==> config.mk <==
export PLATFORM = sky130hd
export DESIGN_NAME = preadd_mac2
export DESIGN_NICKNAME = d
export VERILOG_FILES = /design/src/rtl/pam_pkg.sv /design/src/rtl/pam_lane.sv /design/src/rtl/pam_sum.sv /design/src/rtl/preadd_mac2.sv
export SDC_FILE = /design/constraint.sdc
export NUM_CORES = 1
export LEC_CHECK = 0
export BUFFER_PORTS_ARGS = -buffer_cell sky130_fd_sc_hd__buf_4
export CAP_MARGIN = 25
export CORE_MARGIN = 1
export CORE_UTILIZATION = 30
export CTS_BUF_LIST = sky130_fd_sc_hd__clkbuf_8
export CTS_CLUSTER_SIZE = 12
export DETAILED_ROUTE_END_ITERATION = 8
export SLEW_MARGIN = 20
export SYNTH_ARGS = -nofsm -noshare
export SYNTH_HDL_FRONTEND = slang
export SYNTH_SLANG_ARGS = --single-unit
==> constraint.sdc <==
create_clock -name clk -period 22.3 [get_ports clk]
set_input_delay 4.46 -clock clk [delete_from_list [all_inputs] [get_ports clk]]
set_output_delay 4.46 -clock clk [all_outputs]
set_load 0.05 [all_outputs]
==> src/rtl/pam_pkg.sv <==
`timescale 1ns/1ps
package pam_pkg;
    typedef enum logic [2:0] {
        PM_SIMPLE = 3'd0,
        PM_COEF   = 3'd1,
        PM_INPUT  = 3'd2,
        PM_SQUARE = 3'd3,
        PM_CONST  = 3'd4
    } pam_mode_e;
endpackage

==> src/rtl/pam_lane.sv <==
`timescale 1ns/1ps
module pam_lane #(
    parameter int W     = 8,
    parameter int NCOEF = 8,
    parameter int COEF [NCOEF] = '{default: 0},
    parameter int EXTRA = 0,
    localparam int SELW = $clog2(NCOEF),
    localparam int PW   = 2*W + 2
) (
    input  logic                 clk,
    input  logic                 clr,
    input  logic                 ce,
    input  logic [2:0]           mode,
    input  logic signed [W-1:0]  a,
    input  logic signed [W-1:0]  b,
    input  logic signed [W-1:0]  c,
    input  logic [SELW-1:0]      sel,
    input  logic                 psub,
    input  logic                 neg,
    output logic signed [PW-1:0] prod
);
    import pam_pkg::*;

    localparam int D  = 1 + EXTRA;
    localparam int IW = 3 + 3*W + SELW + 2;

    // coefficient bank, fixed at elaboration
    logic signed [W-1:0] bank [NCOEF];
    for (genvar k = 0; k < NCOEF; k++) begin : g_bank
        assign bank[k] = W'(COEF[k]);
    end

    // input register chain (one stage, plus one systolic delay if EXTRA)
    logic [IW-1:0] stg [D];
    always_ff @(posedge clk or posedge clr) begin
        if (clr) begin
            for (int k = 0; k < D; k++) stg[k] <= '0;
        end else if (ce) begin
            stg[0] <= {mode, a, b, c, sel, psub, neg};
            for (int k = 1; k < D; k++) stg[k] <= stg[k-1];
        end
    end

    logic [2:0]          m_r;
    logic signed [W-1:0] a_r, b_r, c_r;
    logic [SELW-1:0]     s_r;
    logic                ps_r, ng_r;
    assign {m_r, a_r, b_r, c_r, s_r, ps_r, ng_r} = stg[D-1];

    // pre-adder and operand selection
    logic signed [W:0]    ax, bx, cx, kx, pre, opx, opy;
    logic signed [PW-1:0] xe, ye, mul;
    always_comb begin
        ax  = {a_r[W-1], a_r};
        bx  = {b_r[W-1], b_r};
        cx  = {c_r[W-1], c_r};
        kx  = {bank[s_r][W-1], bank[s_r]};
        pre = ps_r ? (ax - bx) : (ax + bx);
        unique case (pam_mode_e'(m_r))
            PM_COEF:   begin opx = pre; opy = kx;  end
            PM_INPUT:  begin opx = pre; opy = cx;  end
            PM_SQUARE: begin opx = pre; opy = pre; end
            PM_CONST:  begin opx = ax;  opy = kx;  end
            default:   begin opx = ax;  opy = bx;  end
        endcase
        xe  = PW'(opx);
        ye  = PW'(opy);
        mul = xe * ye;
    end

    // product register with dynamic add/subtract
    always_ff @(posedge clk or posedge clr) begin
        if (clr)     prod <= '0;
        else if (ce) prod <= ng_r ? -mul : mul;
    end
endmodule

==> src/rtl/pam_sum.sv <==
`timescale 1ns/1ps
module pam_sum #(
    parameter int RW       = 24,
    parameter int PW       = 18,
    parameter int SYSTOLIC = 1,
    parameter int ACCUM    = 1
) (
    input  logic                 clk,
    input  logic                 clr,
    input  logic                 ce,
    input  logic signed [PW-1:0] p0,
    input  logic signed [PW-1:0] p1,
    input  logic signed [RW-1:0] chain_in,
    input  logic                 load,
    output logic signed [RW-1:0] acc
);
    localparam int D = 2 + SYSTOLIC;

    logic signed [RW-1:0] x0, x1;
    assign x0 = {{(RW-PW){p0[PW-1]}}, p0};
    assign x1 = {{(RW-PW){p1[PW-1]}}, p1};

    // control and chain travel alongside the operands
    logic [RW:0] cp [D];
    always_ff @(posedge clk or posedge clr) begin
        if (clr) begin
            for (int k = 0; k < D; k++) cp[k] <= '0;
        end else if (ce) begin
            cp[0] <= {load, chain_in};
            for (int k = 1; k < D; k++) cp[k] <= cp[k-1];
        end
    end

    logic                 ld_d;
    logic signed [RW-1:0] ch_d, total;
    assign {ld_d, ch_d} = cp[D-1];

    if (SYSTOLIC != 0) begin : g_sys
        logic signed [RW-1:0] st_q;
        always_ff @(posedge clk or posedge clr) begin
            if (clr)     st_q <= '0;
            else if (ce) st_q <= x0;
        end
        assign total = st_q + x1;
    end else begin : g_flat
        assign total = x0 + x1;
    end

    logic signed [RW-1:0] fb;
    assign fb = (ACCUM != 0 && !ld_d) ? acc : '0;

    always_ff @(posedge clk or posedge clr) begin
        if (clr)     acc <= '0;
        else if (ce) acc <= total + ch_d + fb;
    end
endmodule

==> src/rtl/preadd_mac2.sv <==
`timescale 1ns/1ps
module preadd_mac2 #(
    parameter int W        = 8,
    parameter int GUARD    = 6,
    parameter int NCOEF    = 8,
    parameter int SYSTOLIC = 1,
    parameter int ACCUM    = 1,
    parameter int COEF_L0 [NCOEF] = '{3, -5, 7, -11, 13, -17, 19, -128},
    parameter int COEF_L1 [NCOEF] = '{-2, 4, -6, 8, -10, 12, -14, 127},
    localparam int SELW = $clog2(NCOEF),
    localparam int PW   = 2*W + 2,
    localparam int RW   = PW + GUARD
) (
    input  logic            clk,
    input  logic            clr,
    input  logic            ce,
    input  logic [2:0]      mode,
    input  logic [W-1:0]    a0,
    input  logic [W-1:0]    b0,
    input  logic [W-1:0]    c0,
    input  logic [SELW-1:0] sel0,
    input  logic            psub0,
    input  logic            neg0,
    input  logic [W-1:0]    a1,
    input  logic [W-1:0]    b1,
    input  logic [W-1:0]    c1,
    input  logic [SELW-1:0] sel1,
    input  logic            psub1,
    input  logic            neg1,
    input  logic [RW-1:0]   chain_in,
    input  logic            load,
    output logic [RW-1:0]   result
);
    logic signed [PW-1:0] p0, p1;
    logic signed [RW-1:0] acc;

    pam_lane #(.W(W), .NCOEF(NCOEF), .COEF(COEF_L0), .EXTRA(0)) u_lane0 (
        .clk(clk), .clr(clr), .ce(ce), .mode(mode),
        .a(a0), .b(b0), .c(c0), .sel(sel0), .psub(psub0), .neg(neg0),
        .prod(p0)
    );

    pam_lane #(.W(W), .NCOEF(NCOEF), .COEF(COEF_L1), .EXTRA(SYSTOLIC)) u_lane1 (
        .clk(clk), .clr(clr), .ce(ce), .mode(mode),
        .a(a1), .b(b1), .c(c1), .sel(sel1), .psub(psub1), .neg(neg1),
        .prod(p1)
    );

    pam_sum #(.RW(RW), .PW(PW), .SYSTOLIC(SYSTOLIC), .ACCUM(ACCUM)) u_sum (
        .clk(clk), .clr(clr), .ce(ce), .p0(p0), .p1(p1),
        .chain_in(chain_in), .load(load), .acc(acc)
    );

    assign result = acc;
endmodule

==> results of run 1 <==
[metal layers]
layer	up-vias	share of wire [%]	global-route usage, %	wire (um)
met5	-	0	0	0
li1	7130	-	-	-
met1	7341	43	17.0	19800
met2	215	52	24.1	23500
met4	0	2.1	3.97	981
met3	60	3.0	1.42	1360
[through the flow]
stage,hold WS [ps],std cells
finish,478,3093
global route,514,3093
floorplan,448,2096
CTS,485,3089
global placement,463,3021
detailed placement,468,3022
[cell type report]
class	instances	area [um2]	area share (%)
Inverter	287	1080	4.73
Multi-Input combinational cell	1495	12900	56.2
Clock inverter	20	115	0.502
Sequential cell	246	6160	26.8
Timing Repair Buffer	124	951	4.15
Clock buffer	47	647	2.82
Tap cell	873	1090	4.76
Antenna cell	1	2.50	0.0109
[final timing paths]
path | start | end | slack (ps) | cells after the start
worst min register to register | u_sum.cp[46]$_DFFE_PP0P_ | u_sum.ch_d[21]$_DFFE_PP0P_ | 480 | 2
worst max register to register | u_lane0.stg[13]$_DFFE_PP0P_ | u_lane0.prod[17]$_DFFE_PP0P_ | 13570 | 31
worst max-delay path | u_lane0.stg[13]$_DFFE_PP0P_ | u_lane0.prod[17]$_DFFE_PP0P_ | 13570 | 31
min in group asynchronous | clr | u_sum.cp[69]$_DFFE_PP0P_ | 4010 | 2
worst min-delay path | u_sum.cp[46]$_DFFE_PP0P_ | u_sum.ch_d[21]$_DFFE_PP0P_ | 480 | 2
max in group asynchronous | clr | u_lane1.a_r[5]$_DFFE_PP0P_ | 16820 | 3
[state kept, by name, summed over array words and instances (netlist names), 8 cells and up]
name and flops:
u_lane0.prod 18, u_lane0.stg 32, u_lane1.a_r 8, u_lane1.b_r 8
u_lane1.c_r 8, u_lane1.prod 18, u_lane1.stg 29, u_sum.acc 24
u_sum.ch_d 24, u_sum.cp 51, u_sum.g_sys.st_q 18
[cells by family (layout without fill, tap and decap cells)]
logic type               after synthesis  in the layout  synth area share (%)
buffers and inverters                355            478                  6.55
adder cells (fa/ha/maj)              306            306                  25.0
AND/OR/NAND/NOR                      500            500                  11.1
XOR/XNOR                             122            122                  5.24
AO/OA/AOI/OAI                        381            381                  11.7
multiplexers                         186            186                  10.2
other                                  0              1                     0
flip-flops                           246            246                  30.2
[synth_stat cells (11+ instances only)]
| master | number | area share (%) |
|---|---|---|
| nand3_1 | 13 | 0.32 |
| nand2b_1 | 23 | 0.71 |
| a21oi_1 | 90 | 2.2 |
| nand2_1 | 202 | 3.7 |
| o21ai_1 | 11 | 0.27 |
| nor3_1 | 18 | 0.44 |
| o21a_1 | 20 | 0.74 |
| fa_1 | 169 | 17 |
| mux2i_1 | 12 | 0.59 |
| a31oi_1 | 12 | 0.37 |
| clkbuf_1 | 61 | 1.1 |
| xnor2_1 | 68 | 2.9 |
| inv_1 | 286 | 5.3 |
| and2_1 | 30 | 0.92 |
| a211oi_1 | 15 | 0.55 |
| nor2b_1 | 34 | 1.0 |
| dfrtp_1 | 246 | 30 |
| ha_1 | 137 | 8.4 |
| xor2_1 | 54 | 2.3 |
| a21o_1 | 31 | 1.1 |
| nor2_1 | 145 | 2.7 |
| o31ai_1 | 13 | 0.48 |
| o21ai_0 | 116 | 2.8 |
| mux2_2 | 174 | 9.6 |
[layout by cell type (no fill, tap or decap), types with 47 or more instances in the layout]
cell,count
dfrtp_1,246
inv_1,298
clkbuf_8,47
ha_1,137
nor2_1,145
nand2_1,202
a21oi_1,90
xor2_1,54
buf_4,119
fa_1,169
xnor2_1,68
mux2_2,174
o21ai_0,116
[critical path, delay by kind of cell (launching register included)]
kind	cells	cell delay, ps
fa+ha+maj	8	3380
buf+inv	5	390
simple gates	5	1550
compound gates	10	2200
mux	2	550
xor+xnor	1	150
flops	1	420
==> metrics.md, run 1 <==
| Metric | Value |
|---|---|
| Vias in the first global route | `15,505` |
| Setup tns final | `0 ps` |
| Relative slew slack | `30.7%` |
| Seq/Total Area, Yosys | `30.2%` |
| DR vias | `about 15,000` |
| Req. time, crit path | `22,760 ps` |
| Synth cell types | `67` |
| Routed wire per std cell | `14.8 um` |
| Die extent in x | `263 um` |
| Total GRT Usage | `13.5%` |
| HP Class | `reg2reg` |
| Drt initial violations | `707` |
| Layout net count | `2,589` |
| Post-route cell area | `approximately 23,000 um2` |
| Largest net degree at the start of global routing | `around 130` |
| Peak Freq | `115 MHz` |
| Main synth FF type | `dfrtp_1` |
| CP Max Fanout | `9` |
| Die height | `263 um` |
| Initial antenna violation count | `1` |
| Clk buf depth | `3` |
| Core area | `between 60,000 and 70,000 um2` |
| CTS Root Buffer Type | `clkbuf_8` |
| TritonCTS clock tree | `built` |
| Worst Tran Pin Value | `1030 ps` |
| Max_cap viols | `0` |
| Final core area utilization | `34.1%` |
| Post-Place Cell Area | `22,100 um2` |
| Antenna viol nets, final | `0` |
| PortBufs | `112` |
| Hold_buf cts | `0` |
| RSZ-0062 raised after global routing | `false` |
| Status | `completed` |
| # rows | `95` |
| Setup crit start kind | `flop` |
| Routability Congestion | `0.897` |
| Slowest cell on crit path | `fa_1` |
| Final hold vios | `0` |
| Initial Util | `30.3%` |
| DRC | `0` |
| Synthesized flop and latch total | `246` |
| Total gr overflow | `0` |
| Drt first pass iters | `5` |
| Syn avg cell area | `around 9.7 um2` |
| Post-layout min period | `8730 ps` |
| CTS Buf Count | `40` |
| DR vias/cell | `4.77` |
| Worst setup path category | `reg2reg` |
| P&R area growth vs syn | `12.6%` |
| Crit. End Element | `flop` |
| H-tree depth | `2` |
| Final setup violation count | `0` |
| Sink Count | `246` |
| Die area | `69,000 um2` |
| Critical Path AT | `9190 ps` |
| Layout Skew | `62.4 ps` |
| Clk_lat worst skew | `about 600 ps` |
| Period utilization | `roughly two fifths` |
| Dpl ws | `about 14,000 ps` |
| Dpl hpwl | `35,200 um` |
| Drt total wl | `45,700 um` |
| Cell count after synthesis | `2,096` |
| Synthesized cell area | `about 20,000 um2` |
| Global-route wire length before repair | `77,500 um` |
| Post-CTS Setup Bufs | `0` |
| Slowest stage delay, CP | `560 ps` |
| Layout cells sized above 1 | `16.8%` |
| Fill count | `6,764` |
| Max Slew Vio Count | `0` |
| Clock-pin transition on the worst setup and hold timing paths | `around 70 ps` |
| Number of synthesized flops with an enable pin | `0` |
| Setup WS post-layout | `~14,000 ps` |
| Post-CTS sizing | `0` |
| Ports | `113` |
| Mapped Nets | `2,491` |
| Post-synth ARST share | `100%` |
| Yosys warning total | `0` |
Power of run 1 is left out: the tool's default activity adds up to more than one toggle a clock period on the data nets, which glitch-free logic cannot reach.
==> run 2: changes to the inputs <==
- clock period: 22.3 -> 7.2 ns (I/O delays scaled with it)
==> run 2 against run 1 <==
  * The run now ends with design-rule violations, negative setup slack left
  * Count of clock-buffer cells in the layout is 5 higher
  * Via count grew 5.2%
  * Die area unchanged
  * Clock skew decreased by 1.5 ps
  * Final cell count is 6.7% higher
  * First-iteration DRC count rose by 15%
  * Maximum frequency rose by 14%
  * Core utilization grew 3.2 points
  * Setup slack worse by 14000 ps
  * Global-route usage up 0.62 points
  * Design area up 9.4%
==> metrics.md, run 2 (synthesized netlist as in run 1, its figures left out) <==
| Metric | Value |
|---|---|
| TritonCTS clock tree | `built` |
| Drt first pass iters | `7` |
| Status | `finished with violations` |
| CP most frequent cell | `fa_1` |
| Die extent in x | `263 um` |
| PortBufs | `112` |
| Die area | `69,000 um2` |
| Initial antenna violation count | `2` |
| Largest net degree at the start of global routing | `211` |
| Worst Tran Pin Value | `about 940 ps` |
| Sink Count | `246` |
| Critical Path Start | `u_lane0.stg[13]$_DFFE_PP0P_` |
| Ant diodes | `0` |
| HP Class | `reg2reg` |
| Violated checks | `design-rule violations, negative setup slack` |
| Max_cap viols | `0` |
| Die height | `263 um` |
| Area of the multi-input gates | `13,400 um2` |
| Req. time, crit path | `7710 ps` |
| Ports | `113` |
| Worst setup path category | `reg2reg` |
| Dpl hpwl | `36,900 um` |
| Largest Register | `u_sum.cp` |
| Relative slew slack | `37.6%` |
| Final hold vios | `0` |
| P&R area growth vs syn | `23.1%` |
| Slowest stage delay, CP | `slightly above 500 ps` |
| DR vias | `15,508` |
| Global-route wire length before repair | `81,700 um` |
| Clk_lat worst skew | `650 ps` |
| Hold_buf cts | `0` |
| Peak Freq | `around 130 MHz` |
| # rows | `between 90 and 100` |
| Fill count | `6,577` |
| Period utilization | `106%` |
| RSZ-0062 raised after global routing | `true` |
| Clk buf depth | `3` |
| Hold Startpoint | `u_sum.cp[41]$_DFFE_PP0P_` |
| Drt initial violations | `815` |
| Layout cells sized above 1 | `a little over a quarter` |
| Layout Skew | `roughly 61 ps` |
| Setup WS post-layout | `-450 ps` |
| Seq. cell area | `just over 6000 um2` |
| Most common cell after layout, fill and taps aside | `buf_4` |
| Total gr overflow | `0` |
| Vias in the first global route | `16,456` |
| Core area | `about 67,000 um2` |
| Drt total wl | `47,900 um` |
| Initial Util | `30.3%` |
| Placed cells | `3,216` |
| Clock-pin transition on the worst setup and hold timing paths | `60 ps` |
| Post-Place Cell Area | `23,800 um2` |
| Most frequent cells in the layout | `buf_4, inv_1, dfrtp_1, nand2_1, mux2_2` |
| Total GRT Usage | `14.1%` |
| DRC | `2` |
| DR vias/cell | `4.70` |
| Final setup violation count | `12` |
| Routability Congestion | `0.870` |
| Setup crit start kind | `flop` |
| Max Slew Vio Count | `0` |
| Routed wire per std cell | `14.5 um` |
| Final Non-Filler Cells | `around 3,300` |
| CTS Root Buffer Type | `clkbuf_8` |
| Worst Hold Slack | `between 400 and 500 ps` |
| Max FFs per register | `51` |
| H-tree depth | `2` |
| Post-layout min period | `7650 ps` |
| Crit. End Element | `flop` |
| Post-route cell area | `25,100 um2` |
| Antenna viol nets, final | `0` |
| Slowest cell on crit path | `fa_1` |
| Largest registers | `u_sum.cp: 51 flops, u_lane0.stg: 32 flops, u_lane1.stg: 29 flops` |
| Critical Path AT | `8160 ps` |
| CTS Buf Count | `44` |
| R2R Path Start | `u_lane0.stg[13]$_DFFE_PP0P_` |
| Layout net count | `around 2,800` |
| CP Max Fanout | `4` |
==> run 2: changes by cell type in the layout (fill, tap and decap cells not counted), sizes merged <==
cell / change
clkinv: -2
clkbuf: +3
diode: -1
bufinv: +1
buf: +206
==> run 2: critical path: cells and delay by family (launching register included) <==
kind | cells | cell delay, ps
fa+ha+maj | 8 | 3090
compound gates | 11 | 1840
simple gates | 5 | 1280
mux | 2 | 540
flops | 1 | 390
buf+inv | 5 | 300
xor+xnor | 1 | 140
==> run 2: worst paths after layout <==
| check | slack [ps] | to | cells past startpoint |
|---|---|---|---|
| setup / recovery | -450 | u_lane0.prod[17]$_DFFE_PP0P_ | 32 |
| hold / removal | 480 | u_sum.ch_d[16]$_DFFE_PP0P_ | 2 |
| setup reg to reg | -450 | u_lane0.prod[17]$_DFFE_PP0P_ | 32 |
| hold reg to reg | 480 | u_sum.ch_d[16]$_DFFE_PP0P_ | 2 |
| max in group asynchronous | 4540 | u_lane0.stg[23]$_DFFE_PP0P_ | 4 |
| min in group asynchronous | 870 | u_sum.acc[2]$_DFFE_PP0P_ | 2 |
==> run 2: cell type report <==
cell class | count | area share [%]
inverter | 287 | 4.32
clock buffer | 52 | 2.85
sequential | 246 | 24.5
timing repair buffer | 328 | 9.99
clock inverter | 19 | 0.554
tap | 873 | 4.35
multi-input combinational | 1495 | 53.4
==> run 2: repair_timing <==
| item | CTS | global route |
|---|---|---|
| endpoints found under the setup margin | 14 | 17 |
| resized for setup | 35 | 38 |
| setup buffers | 10 | 6 |
| cloned | 0 | 0 |
| pin swaps | 30 | 50 |
==> run 2: layer usage <==
layer,track usage (%),routed length [um],part of all wire [%]
met4,4.29,1140,2.4
met2,24.1,23800,50
met5,0,23,0.048
met1,18.1,21100,44
met3,2.21,1780,3.7
==> run 2: metrics by stage <==
| stage | setup TNS [ps] | worst slack (ps) | utilization [%] |
|---|---|---|---|
| 6_report | -3870 | -450 | 37.4 |
| 5_1_grt | -7560 | -799 | 37.4 |
| 4_1_cts | -4230 | -468 | 37.1 |
| 3_5_place_dp | -5990 | -621 | 35.4 |
| 3_3_place_gp | -4300 | -464 | 35.4 |
| 2_1_floorplan | -2190 | -368 | - |
Power of run 2 is left out for the same reason.
